### config.mk
export PLATFORM = sky130hd
export DESIGN_NAME = core_clk_divchain
export DESIGN_NICKNAME = d
export VERILOG_FILES = /design/src/rtl/ccdiv_pkg.sv /design/src/rtl/ccdiv_src_sel.sv /design/src/rtl/ccdiv_stage.sv /design/src/rtl/core_clk_divchain.sv
export SDC_FILE = /design/constraint.sdc
export NUM_CORES = 1
export LEC_CHECK = 0
export BUFFER_PORTS_ARGS = -buffer_cell sky130_fd_sc_hd__buf_2
export CORE_MARGIN = 4
export CORE_UTILIZATION = 57
export DETAILED_ROUTE_END_ITERATION = 10
export PLACE_DENSITY_LB_ADDON = 0.25
export RECOVER_POWER = 100
export SLEW_MARGIN = 5
export SYNTH_ARGS = -nofsm -noshare
export SYNTH_HDL_FRONTEND = slang
export SYNTH_HIERARCHICAL = 1
export SYNTH_SLANG_ARGS = --single-unit
export TNS_END_PERCENT = 50
### constraint.sdc
create_clock -name clk -period 6.3 [get_ports clk]
set_input_delay 0 -clock clk [delete_from_list [all_inputs] [get_ports clk]]
set_output_delay 0 -clock clk [all_outputs]
set_load 0.01 [all_outputs]
### src/rtl/ccdiv_pkg.sv
package ccdiv_pkg;
   // lowest bit of the ratio field for stage k
   function automatic int field_lo(input int k, input int sel_w, input int div_w);
      return sel_w + k * div_w;
   endfunction
endpackage

### src/rtl/ccdiv_src_sel.sv
module ccdiv_src_sel #(
   parameter int N_SRC = 4,
   parameter int SEL_W = 3
) (
   input  logic [N_SRC-1:0] src_stb,
   input  logic [SEL_W-1:0] sel,
   output logic             sel_stb
);
   always_comb begin
      sel_stb = 1'b0;
      for (int i = 0; i < N_SRC; i++) begin
         if (sel == SEL_W'(i)) sel_stb = src_stb[i];
      end
   end
endmodule

### src/rtl/ccdiv_stage.sv
module ccdiv_stage #(
   parameter int DIV_W = 6
) (
   input  logic             clk,
   input  logic             rst_n,
   input  logic             clr,
   input  logic             in_stb,
   input  logic [DIV_W-1:0] ratio_m1,
   output logic             out_stb,
   output logic [DIV_W-1:0] cnt_q
);
   logic hit;

   assign hit     = in_stb && (cnt_q == ratio_m1);
   assign out_stb = hit && !clr;

   always_ff @(posedge clk) begin
      if (!rst_n)       cnt_q <= '0;
      else if (clr)     cnt_q <= '0;
      else if (in_stb)  cnt_q <= hit ? '0 : cnt_q + 1'b1;
   end
endmodule

### src/rtl/core_clk_divchain.sv
module core_clk_divchain #(
   parameter int N_SRC   = 4,
   parameter int SEL_W   = 3,
   parameter int DIV_W   = 6,
   parameter int N_STAGE = 4,
   parameter logic [SEL_W+N_STAGE*DIV_W-1:0] RESET_CFG = '0
) (
   input  logic                            clk,
   input  logic                            rst_n,
   input  logic                            cfg_we,
   input  logic [SEL_W+N_STAGE*DIV_W-1:0]  cfg_wdata,
   input  logic [N_SRC-1:0]                src_stb,
   output logic [N_STAGE-1:0]              tap_stb
);
   import ccdiv_pkg::*;

   localparam int CFG_W = SEL_W + N_STAGE * DIV_W;
   localparam int CNT_W = N_STAGE * DIV_W;

   if (N_SRC < 1 || N_SRC > (1 << SEL_W)) begin : g_bad_src
      $error("N_SRC must fit in the select field");
   end
   if (DIV_W < 1 || N_STAGE < 1) begin : g_bad_stage
      $error("DIV_W and N_STAGE must be at least 1");
   end

   logic [CFG_W-1:0]   cfg_q;
   logic [SEL_W-1:0]   cfg_sel;
   logic [CNT_W-1:0]   div_flat;
   logic [CNT_W-1:0]   cnt_flat;
   logic [N_STAGE:0]   chain;

   always_ff @(posedge clk) begin
      if (!rst_n)      cfg_q <= RESET_CFG;
      else if (cfg_we) cfg_q <= cfg_wdata;
   end

   assign cfg_sel  = cfg_q[SEL_W-1:0];
   assign div_flat = cfg_q[CFG_W-1:SEL_W];

   ccdiv_src_sel #(.N_SRC(N_SRC), .SEL_W(SEL_W)) u_sel (
      .src_stb (src_stb),
      .sel     (cfg_sel),
      .sel_stb (chain[0])
   );

   for (genvar k = 0; k < N_STAGE; k++) begin : g_stage
      localparam int LO = field_lo(k, SEL_W, DIV_W);
      ccdiv_stage #(.DIV_W(DIV_W)) u_stage (
         .clk      (clk),
         .rst_n    (rst_n),
         .clr      (cfg_we),
         .in_stb   (chain[k]),
         .ratio_m1 (cfg_q[LO+DIV_W-1:LO]),
         .out_stb  (chain[k+1]),
         .cnt_q    (cnt_flat[k*DIV_W +: DIV_W])
      );
   end

   assign tap_stb = chain[N_STAGE:1];
endmodule

==> summary.md <==
| Metric | Value |
|---|---|
| Outcome | finished with violations |
| Failing checks | negative hold slack, max-capacitance violations, max-slew violations |
| Mux cell area share after synthesis | 11.21% |
| Layout Skew | between 0.007 and 0.008 ns |
| Congestion Overflow GR | 0 |
| PortBufs | 37 |
| Leakage power | 1.198 nW |
| Combinational power share | 13.6% |
| Slowest cell on the critical path | nor4_1 |
| Ports | 38 |
| Endpoints failing hold | 1 |
| Overall power | 0.6057 mW |
| Register area share after synthesis | about two fifths |
| DR iter-0 viols | 124 |
| Cell variety after synth | 26 |
| P_int | 0.4559 mW |
| Design Area, Final | between 3000 and 4000 um2 |
| DR pass1 iterations | 4 |
| Post-synthesis xor/xnor area fraction | 17.06% |
| Chip width | 75.69 um |
| Wire per inst | 14.25 um |
| Starting Density | 59.56% |
| Routed Antenna Nets | 0 |
| Adder-Cell Fraction of Synth Area | 1.917% |
| Pwr dens | 198.0 nW/um2 |
| CTS tree | yes |
| Delay of the slowest critical-path stage | 1.00 ns |
| Vias per Instance | 5.208 |
| RSZ-0062 raised after global routing | no |
| Vias in the first global route | 1,942 |
| Complex-gate fraction of the synthesized area | 1.917% |
| Worst skew pair latency | ~0.30 ns |
| DP HPWL | 3273 um |
| Share of layout cells above drive strength 1 | between 20 and 25% |
| Placed cell count | roughly 320 |
| Syn_area_per_cell | between 10 and 15 um2 |
| Main combinational cell family by area after synthesis | simple AND/OR/NAND/NOR gates |
| Post-CTS Setup Bufs | 0 |
| Largest net degree at the start of global routing | 36 |
| Max clock buf depth | 2 |
| H-tree depth | 2 |
| Critical path cell sequence | mux4_2 -> nor2b_4 -> nand3_1 -> nor4_1 -> clkbuf_1 -> nand3_1 -> nor4_1 -> nand3_2 -> nor4_1 -> nand3_2 -> nor4_1 -> clkbuf_1 |
| Chip height | about 76 um |
| Sw frac | 24.74% |
| Max cap viols | 1 |
| Peak Freq | between 0.15 and 0.2 GHz |
| Area after DPL | 2780 um2 |
| Number of antenna violations at the first check in global routing | 0 |
| Post-Synthesis Cells | 240 |
| Proportion of power drawn by the clock network | 29.7% |
| Remaining DRCs | 0 |
| Critical path data arrival time | 5.11 ns |
| Cell area after synthesis | between 2000 and 3000 um2 |
| Final Net Count | 340 |
| Root Driver | clkbuf_8 |
| WL final | roughly 5100 um |
| Simple-Gate Fraction of Synth Area | around a quarter |
| First-pass GRT wire length | 8825 um |
| Finish-stage setup viols | 0 |
| Setup WS pre-CTS | 1.652 ns |
| Setup crit end kind | output pin |
| Top cell by count, worst path | nor4_1 |
| Core ar. | 4384 um2 |
| Cell row count | 24 |
| Worst-path clk slew | 0.09 ns |
| Die ar. | 5728 um2 |
| Final Cycle Share | 81.08% |
| Flop pwr share | between 50 and 60% |
| Worst-Margin Slew | 2.304 ns |
| Hold Crit Class | in2reg |
| Final worst-path setup slack | 1.192 ns |
| WHS | -0.002616 ns |
| CP Data Required Time | ~6.3 ns |
| Final min period | just over 5 ns |
| GRT Overall Usage | 20.16% |
| Rel. slew slack | -53.59% |
| TritonCTS Buffers | 5 |
| Crit Path Class | reg2out |
| CTS-repair resized insts | 0 |
| Setup TNS after final layout | 0 ns |
| Synthesis-to-finish area growth | 17.15% |
| Final cell count without fillers | 355 |
| Vias | 1,849 |
| Net Sw Power | 0.1498 mW |
| Util after Layout | 69.78% |
| Yosys reg bits | 51 |
| Fin. max-slew vios | 36 |
| Crit start category | flip-flop |
| CTS sink count | a little over 50 |
| Antenna fix cells | 0 |
| Layout fillers | 337 |
| Maximum vdd drop | 0.1399 mV |
| Synthesis Warnings | 6 |
| Post-synthesis net count | 278 |
| Placer's final routability congestion estimate | 0.7980 |
| Critical path fanouts, max | 8 |
flip-flops by register name (all words and copies together), names as in the netlist:
signal / cells
cfg_q: 27
g_stage.u_stage/cnt_q: 24
repair_timing:
| item | 4_1_cts | 5_1_grt |
|---|---|---|
| endpoints found under the setup margin | 0 | 0 |
| hold endpoints to repair | 26 | 0 |
| hold buffers | 26 | 0 |
power by group through the flow:
stage | clock [mW] | combinational, mW | sequential (mW)
finish | 0.180 | 0.0826 | 0.344
global route | 0.197 | 0.0919 | 0.345
CTS | 0.185 | 0.0853 | 0.344
detailed placement | 0 | 0.0724 | 0.351
global placement | 0 | 0.0712 | 0.351
floorplan | 0 | 0.0560 | 0.349
metal layers:
layer / track usage (%) / up-vias / part of all wire, % / routed length (um)
li1: - / 949 / - / -
met1: 26.56 / 856 / 47 / 2360
met2: 32.79 / 35 / 48 / 2409
met3: 3.430 / 9 / 3.5 / 178
met4: 8.350 / 0 / 2.2 / 110
met5: 0 / - / 0 / 0
path summary, 6_finish.rpt:
check	startpoint	to	slack [ns]	cells past startpoint
min	cfg_wdata[19]	cfg_q[19]	-0.003	3
max reg2reg	cfg_q[0]	g_stage[3].u_stage/cnt_q[1]	1.20	12
max	cfg_q[0]	tap_stb[3]	1.19	12
min reg2reg	cfg_q[7]	cfg_q[7]	0.54	2
cell type report:
cell class	count	area, um2	share of cell area (%)
repair buffers	64	444.2	14.52
clock buffers	5	68.82	2.249
well taps	52	65.06	2.127
multi-input cells	180	1445	47.24
clock inverters	3	15.01	0.4908
flip-flops and latches	51	1021	33.37
cell families after synthesis:
family,after synthesis
mux,28
compound gates,4
buf+inv,9
fa+ha+maj,4
xor+xnor,44
flops,51
simple gates,100
worst max-delay path: cells and delay by family (launching register included):
family        cells  cell delay (ns)
buf+inv           2             0.54
flops             1             0.33
mux               1             0.33
simple gates      9             3.59
cell usage after synthesis:
master    count  area, um2
nor3_2        4      40.04
xnor2_2       4      65.06
buf_6         1      11.26
nor2b_1      27      168.9
clkbuf_1      2      7.510
or3b_2        4      35.03
and3_1        4      25.02
nor3_4        4      65.06
nand2b_2      4      35.03
nand4_1       8      50.05
buf_4         4      30.03
nor3_1       20      100.1
mux4_2        1      22.52
nor4_1        4      25.02
xnor2_1      20      175.2
buf_12        2      40.04
xor2_2        4      65.06
nand2_1      12      45.04
nand3_2       4      40.04
nor2b_4       1      13.76
ha_1          4      50.05
dfxtp_1      51       1021
nand3_1       4      20.02
xor2_1       16      140.1
o31ai_2       4      50.05
mux2i_1      27      270.3
cell usage in the layout (no fill, tap or decap):
master and n:
xor2_2 4, nand4_1 8, clkinv_2 3, nand3_2 2, dlygate4sd3_1 26, nand2b_2 3, nand2_1 12, o31ai_2 3
nor2b_4 1, o31ai_1 1, clkbuf_8 5, xnor2_1 20, xor2_1 16, nor3_2 3, nor4_1 4, xnor2_2 4
mux2i_1 27, dfxtp_1 51, and3_1 4, nand3_1 6, nor3_1 24, ha_1 4, clkbuf_1 5, nor2b_1 27
nand2b_1 1, or3b_2 4, nor3_4 1, buf_2 33, mux4_2 1
Power figures use the tool's default switching activity.
